===== src/rtl/vfu_pkg.sv =====
package vfu_pkg;
  localparam int WORD_W      = 32;
  localparam int FRAME_WORDS = 8;
  localparam int EXT_BASE    = 16;

  typedef enum logic [2:0] {
    VS_SP   = 3'd0,
    VS_RST  = 3'd1,
    VS_RUN  = 3'd2,
    VS_PUSH = 3'd3,
    VS_VEC  = 3'd4
  } vfu_state_e;

  // stack pointer must be word aligned
  function automatic logic [31:0] sp_align(logic [31:0] raw);
    return {raw[31:2], 2'b00};
  endfunction

  // handler addresses carry a state flag in bit 0 that is dropped
  function automatic logic [31:0] pc_align(logic [31:0] raw);
    return {raw[31:1], 1'b0};
  endfunction

  function automatic logic [31:0] slot_byte(logic [31:0] slot);
    return slot << 2;
  endfunction

  // k-th frame write, counting from the top of the frame downwards
  function automatic logic [31:0] push_byte(logic [31:0] base, logic [31:0] k);
    return base - ((k + 32'd1) << 2);
  endfunction
endpackage


===== src/rtl/vfu_ctrl.sv =====
module vfu_ctrl
  import vfu_pkg::*;
#(
  parameter int NWORDS = FRAME_WORDS,
  parameter int PIDX_W = $clog2(NWORDS)
) (
  input  logic              clk,
  input  logic              rst_n,
  input  logic              bus_done,
  input  logic              irq_ok,
  input  logic              in_handler,
  output vfu_state_e        state,
  output logic [PIDX_W-1:0] push_idx,
  output logic              ev_sp_load,
  output logic              ev_pc_load,
  output logic              ev_irq_take,
  output logic              ev_frame_done,
  output logic              ev_vec_load
);
  localparam logic [PIDX_W-1:0] LAST_IDX = PIDX_W'(NWORDS - 1);

  assign ev_sp_load    = (state == VS_SP)   && bus_done;
  assign ev_pc_load    = (state == VS_RST)  && bus_done;
  assign ev_irq_take   = (state == VS_RUN)  && !in_handler && irq_ok;
  assign ev_frame_done = (state == VS_PUSH) && bus_done && (push_idx == LAST_IDX);
  assign ev_vec_load   = (state == VS_VEC)  && bus_done;

  always_ff @(posedge clk) begin
    if (!rst_n) begin
      state    <= VS_SP;
      push_idx <= '0;
    end else begin
      case (state)
        VS_SP:   if (bus_done) state <= VS_RST;
        VS_RST:  if (bus_done) state <= VS_RUN;
        VS_RUN:  if (ev_irq_take) begin
                   state    <= VS_PUSH;
                   push_idx <= '0;
                 end
        VS_PUSH: if (bus_done) begin
                   if (push_idx == LAST_IDX) state <= VS_VEC;
                   else push_idx <= push_idx + 1'b1;
                 end
        VS_VEC:  if (bus_done) state <= VS_RUN;
        default: state <= VS_SP;
      endcase
    end
  end
endmodule


===== src/rtl/vfu_regs.sv =====
module vfu_regs
  import vfu_pkg::*;
#(
  parameter int SLOT_W = 8,
  parameter int IRQ_W  = 8,
  parameter int NWORDS = FRAME_WORDS
) (
  input  logic                     clk,
  input  logic                     rst_n,
  input  logic                     ev_sp_load,
  input  logic                     ev_pc_load,
  input  logic                     ev_irq_take,
  input  logic                     ev_frame_done,
  input  logic                     ev_vec_load,
  input  logic [WORD_W-1:0]        rdata,
  input  logic [IRQ_W-1:0]         irq_num,
  input  logic [NWORDS*WORD_W-1:0] ctx_in,
  output logic [WORD_W-1:0]        sp_q,
  output logic [WORD_W-1:0]        pc_q,
  output logic                     handler_q,
  output logic [SLOT_W-1:0]        slot_q,
  output logic [NWORDS*WORD_W-1:0] ctx_q
);
  localparam logic [WORD_W-1:0] FRAME_BYTES = WORD_W'(NWORDS * 4);

  always_ff @(posedge clk) begin
    if (!rst_n) begin
      sp_q      <= '0;
      pc_q      <= '0;
      handler_q <= 1'b0;
      slot_q    <= '0;
      ctx_q     <= '0;
    end else begin
      if (ev_sp_load)    sp_q <= sp_align(rdata);
      if (ev_frame_done) sp_q <= sp_q - FRAME_BYTES;
      if (ev_pc_load || ev_vec_load) pc_q <= pc_align(rdata);
      if (ev_vec_load)   handler_q <= 1'b1;
      if (ev_irq_take) begin
        slot_q <= SLOT_W'(32'(irq_num) + 32'(EXT_BASE));
        ctx_q  <= ctx_in;
      end
    end
  end
endmodule


===== src/rtl/vfu_port.sv =====
module vfu_port
  import vfu_pkg::*;
#(
  parameter int SLOT_W = 8,
  parameter int NWORDS = FRAME_WORDS,
  parameter int PIDX_W = $clog2(NWORDS)
) (
  input  vfu_state_e               state,
  input  logic [PIDX_W-1:0]        push_idx,
  input  logic [WORD_W-1:0]        sp_q,
  input  logic [SLOT_W-1:0]        slot_q,
  input  logic [NWORDS*WORD_W-1:0] ctx_q,
  output logic                     mem_valid,
  output logic                     mem_write,
  output logic [WORD_W-1:0]        mem_addr,
  output logic [WORD_W-1:0]        mem_wdata
);
  always_comb begin
    mem_valid = (state != VS_RUN);
    mem_write = (state == VS_PUSH);
    mem_wdata = '0;
    case (state)
      VS_SP:   mem_addr = 32'h0;
      VS_RST:  mem_addr = 32'h4;
      VS_PUSH: begin
        mem_addr  = push_byte(sp_q, 32'(push_idx));
        mem_wdata = ctx_q[(NWORDS - 1 - int'(push_idx)) * WORD_W +: WORD_W];
      end
      VS_VEC:  mem_addr = slot_byte(32'(slot_q));
      default: mem_addr = 32'h0;
    endcase
  end
endmodule


===== src/rtl/vec_fetch_unit.sv =====
module vec_fetch_unit
  import vfu_pkg::*;
#(
  parameter int NUM_SLOTS = 256,
  parameter int IRQ_W     = 8
) (
  input  logic                          clk,
  input  logic                          rst_n,
  output logic                          mem_valid,
  output logic                          mem_write,
  output logic [31:0]                   mem_addr,
  output logic [31:0]                   mem_wdata,
  input  logic                          mem_ready,
  input  logic [31:0]                   mem_rdata,
  input  logic                          irq_req,
  input  logic [IRQ_W-1:0]              irq_num,
  input  logic [FRAME_WORDS*WORD_W-1:0] ctx_words,
  output logic                          core_run,
  output logic                          mode_handler,
  output logic [31:0]                   sp_out,
  output logic [31:0]                   pc_out
);
  localparam int SLOT_W = $clog2(NUM_SLOTS);
  localparam int PIDX_W = $clog2(FRAME_WORDS);

  vfu_state_e                    state;
  logic [PIDX_W-1:0]             push_idx;
  logic [SLOT_W-1:0]             slot_q;
  logic [FRAME_WORDS*WORD_W-1:0] ctx_q;
  logic bus_done, irq_ok;
  logic ev_sp_load, ev_pc_load, ev_irq_take, ev_frame_done, ev_vec_load;

  assign bus_done = mem_valid && mem_ready;
  assign irq_ok   = irq_req && ((32'(irq_num) + 32'(EXT_BASE)) < 32'(NUM_SLOTS));
  assign core_run = (state == VS_RUN);

  vfu_ctrl #(.NWORDS(FRAME_WORDS), .PIDX_W(PIDX_W)) u_ctrl (
    .clk(clk), .rst_n(rst_n), .bus_done(bus_done), .irq_ok(irq_ok),
    .in_handler(mode_handler), .state(state), .push_idx(push_idx),
    .ev_sp_load(ev_sp_load), .ev_pc_load(ev_pc_load), .ev_irq_take(ev_irq_take),
    .ev_frame_done(ev_frame_done), .ev_vec_load(ev_vec_load)
  );

  vfu_regs #(.SLOT_W(SLOT_W), .IRQ_W(IRQ_W), .NWORDS(FRAME_WORDS)) u_regs (
    .clk(clk), .rst_n(rst_n), .ev_sp_load(ev_sp_load), .ev_pc_load(ev_pc_load),
    .ev_irq_take(ev_irq_take), .ev_frame_done(ev_frame_done), .ev_vec_load(ev_vec_load),
    .rdata(mem_rdata), .irq_num(irq_num), .ctx_in(ctx_words),
    .sp_q(sp_out), .pc_q(pc_out), .handler_q(mode_handler), .slot_q(slot_q), .ctx_q(ctx_q)
  );

  vfu_port #(.SLOT_W(SLOT_W), .NWORDS(FRAME_WORDS), .PIDX_W(PIDX_W)) u_port (
    .state(state), .push_idx(push_idx), .sp_q(sp_out), .slot_q(slot_q), .ctx_q(ctx_q),
    .mem_valid(mem_valid), .mem_write(mem_write), .mem_addr(mem_addr), .mem_wdata(mem_wdata)
  );
endmodule


===== config.mk =====
export PLATFORM = sky130hd
export DESIGN_NAME = vec_fetch_unit
export DESIGN_NICKNAME = d
export VERILOG_FILES = /design/src/rtl/vfu_pkg.sv /design/src/rtl/vfu_ctrl.sv /design/src/rtl/vfu_regs.sv /design/src/rtl/vfu_port.sv /design/src/rtl/vec_fetch_unit.sv
export SDC_FILE = /design/constraint.sdc
export NUM_CORES = 1
export LEC_CHECK = 0
export BUFFER_PORTS_ARGS = -buffer_cell sky130_fd_sc_hd__buf_2
export CAP_MARGIN = 0
export CORE_ASPECT_RATIO = 0.5
export CORE_UTILIZATION = 57
export DETAILED_ROUTE_END_ITERATION = 7
export PLACE_DENSITY = 0.86
export SYNTH_ARGS = -nofsm -noshare
export SYNTH_HDL_FRONTEND = slang
export SYNTH_HIERARCHICAL = 1
export SYNTH_SLANG_ARGS = --single-unit

===== constraint.sdc =====
create_clock -name clk -period 4.76 [get_ports clk]
set_clock_uncertainty 0.2 [all_clocks]
set_input_delay 0.238 -clock clk [delete_from_list [all_inputs] [get_ports clk]]
set_output_delay 0.238 -clock clk [all_outputs]
set_load 0.05 [all_outputs]

==> impl_metrics.yaml <==
synthesis:
  synth_area_sq_um: 15500
  synth_top_area_cell: "dfxtp_1"
  avgSynthCellArea_sq_um: 9.84
  synth_edf_count: 0
  yosys.area.top_type_share_pct: 42.8
  ys_ff_latch: 332
  syn_inst: 1576
  synthArstFlopShare_pct: 0
  ys_warn_count: 6
  synth-main-ff-cell: "dfxtp_1"
  yosysSeqAreaShare_pct: 42.8
  synth_area_leaders: "dfxtp_1 43%, mux2i_1 19%, mux4_2 9.3%"
  synth.distinct_cells: 73
floorplan:
  die_w_um: 235
  rows: 42
  fp.dieH_um: 119
  core_area_sq_um: 26600
  io_pins: 432
  dieArea_sq_um: 27900
  start_util_pct: 58.3
cts:
  cts_buffers: 29
  numClockSinks: 332
  htreeDepth: 1
  clock_latency_ns: 0.57
  cts_resized: 0
  clock_path_buffers: 3
  clk_pin_slew_worst_paths_ns: 0.07
  ctsRootBufferMaster: "clkbuf_16"
  cts_tree: "yes"
route:
  drtIter0Drc: 2135
  final_antenna_net_count: 0
  via_per_inst: 6.15
  num_vias: 16200
  wl_um: 62200
  wl_per_cell_um: 23.7
  first_pass_iters: 6
  drcViolationCount: 0
grt:
  grt_pass1_wl_um: 92200
  grt_usage_pct: 42.9
  antenna_found_initial: 18
  grt_pass1_vias: 16400
  grt_overflow: 0
  grt_max_degree: 154
pwr:
  internal_power_mw: 5.02
  power.leakage_nw: 8.54
  power_frac_comb_pct: 21.2
  p_total_mw: 7.23
  swShare_pct: 30.6
  irDropWorstVdd_mv: 0.256
  p_switching_mw: 2.21
  pwr-share-seq_pct: 42.2
  clockPowerShare_pct: 36.6
  power_density_nw_per_um2: 330
place:
  post-place-ws_ns: 1.27
  io_buffers: 425
  dp_hpwl_um: 31100
  gp_congestion: 0.908
sta:
  finalSetupViolations: 0
  worst_slew_pin_slew_ns: 1.08
  fin_crit_ns: 4.12
  setup-tns-final_ns: 0
  hold_violations: 0
  maxSlewViolCount: 0
  fmax_mhz: 242
  period_share_pct: 86.6
  setup_slack_ns: 0.636
  rsz0062_at_grt: "no"
  relSlewSlack_pct: 27.9
  hold_ws_ns: 0.0808
setup_path:
  rr_worst_depth: 9
  crit_path_start_kind: "register"
  worst_setup_path_end_kind: "output pin"
  path_class: "register to output pin"
  crit_arrival_ns: 3.69
  cp_data_required_time_ns: 4.32
  crit_fanout: 37
run_status:
  status: "finished, final reports clean"
finish:
  drive_above_1_share_pct: 26.5
  syn_to_final_growth_pct: 41.3
  fin_nets: 2549
hold_path:
  hold_depth: 4
  hp-class: "input pin to register"
run:
  cap_violations: 0
[power groups by stage]
stage / Sequential (mW) / Clock [mW] / Combinational, mW
final: 3.05 / 2.65 / 1.53
after global routing: 3.06 / 2.76 / 1.60
after CTS: 3.03 / 2.57 / 1.45
after detailed placement: 3.09 / 0 / 1.24
after global placement: 3.09 / 0 / 1.21
after floorplan: 3.20 / 0 / 0.748
[layer usage]
layer | GRT usage, % | part of all wire (%)
met5 | 0 | 0
met4 | 35.7 | 9.3
met3 | 8.90 | 8.9
met2 | 74.3 | 48
met1 | 45.4 | 34
[critical path, cell delays in order (launching register included)]
cell,delay [ns]
dfxtp_4,0.83
ha_1,0.25
inv_1,0.07
fa_1,0.44
a21oi_1,0.33
o211ai_1,0.29
or3_1,0.41
xor2_1,0.14
nor2_1,0.08
buf_2,0.27
[layout by cell type, fill, tap and decap left out, drive strengths merged, types with 15 or more instances in the layout]
cell type    netlist  layout
buf               51     446
nor2             348     348
a21oi             51      51
a31oi             15      15
diode              0      18
xnor2             22      22
dlygate4sd3        0     298
clkbuf            63      39
inv               16      17
mux4              64      64
o21ai             16      16
dfxtp            332     332
nand2            109     109
mux2i            299     299
nor3              20      20
nand3             16      16
[cell families after synthesis]
kind of cell	Yosys count	share of synthesized area (%)
compound gates	138	5.83
simple gates	569	16.5
fa+ha+maj	10	0.855
xor+xnor	28	1.58
mux	368	28.9
buf+inv	130	3.39
flops	332	42.8
other cells	1	0.0242
[state kept, by name, summed over array words and instances, names as in the netlist]
signal and count:
u_ctrl/push_idx 3, u_ctrl/state 3, u_regs/ctx_q 256, u_regs/handler_q 1
u_regs/pc_q 31, u_regs/slot_q 8, u_regs/sp_q 30
[cell usage after synthesis, types with 7 or more instances]
| cell type | count |
|---|---|
| mux2i_1 | 299 |
| nand3_1 | 15 |
| clkbuf_1 | 63 |
| a31oi_1 | 15 |
| nor2b_1 | 8 |
| nand2b_1 | 8 |
| nor4_1 | 7 |
| nor3_1 | 17 |
| xnor2_1 | 22 |
| a21oi_1 | 51 |
| mux4_2 | 64 |
| buf_1 | 32 |
| ha_1 | 9 |
| o21ai_0 | 16 |
| nor2_1 | 347 |
| or4_1 | 7 |
| nand2_1 | 108 |
| inv_1 | 15 |
| dfxtp_1 | 332 |
| buf_2 | 15 |
| or3_1 | 7 |
| o31ai_1 | 7 |
[what timing repair did]
| action | in CTS | in global routing |
|---|---|---|
| hold buffers | 298 | 0 |
| endpoints found under the hold margin | 330 | 0 |
| setup endpoints to repair | 0 | 0 |
| setup buffers | 0 | 0 |
[per-stage QoR]
| step | util (%) | std cells | area (sq um) |
|---|---|---|---|
| 2_1_floorplan | - | 1578 | 15500 |
| 3_3_place_gp | 67.2 | 2262 | 17900 |
| 3_5_place_dp | 67.2 | 2262 | 17900 |
| 4_1_cts | 82.3 | 2610 | 21900 |
| 5_1_grt | 82.4 | 2625 | 21900 |
| 6_report | 82.4 | 2628 | 21900 |
[final cells by class]
class	instances	area, sq um
Clock inverter	11	193
Sequential cell	332	6660
Antenna cell	18	45.0
Timing Repair Buffer	744	5330
Inverter	16	67.6
Clock buffer	39	823
Fill cell	1377	4670
Multi-Input combinational cell	1116	8370
Tap cell	352	440
[worst paths after layout]
kind,startpoint,endpoint,slack [ns]
setup / recovery,u_ctrl/push_idx[0]$_SDFFE_PN0P_,mem_addr[18],0.64
hold reg to reg,u_regs/pc_q[30]$_SDFFE_PN0P_,u_regs/pc_q[30]$_SDFFE_PN0P_,0.25
setup reg to reg,u_ctrl/push_idx[0]$_SDFFE_PN0P_,u_regs/sp_q[26]$_SDFFE_PN0P_,1.21
hold / removal,mem_ready,u_ctrl/state[2]$_SDFFE_PN0P_,0.08
(Power assumes the default switching activity.)
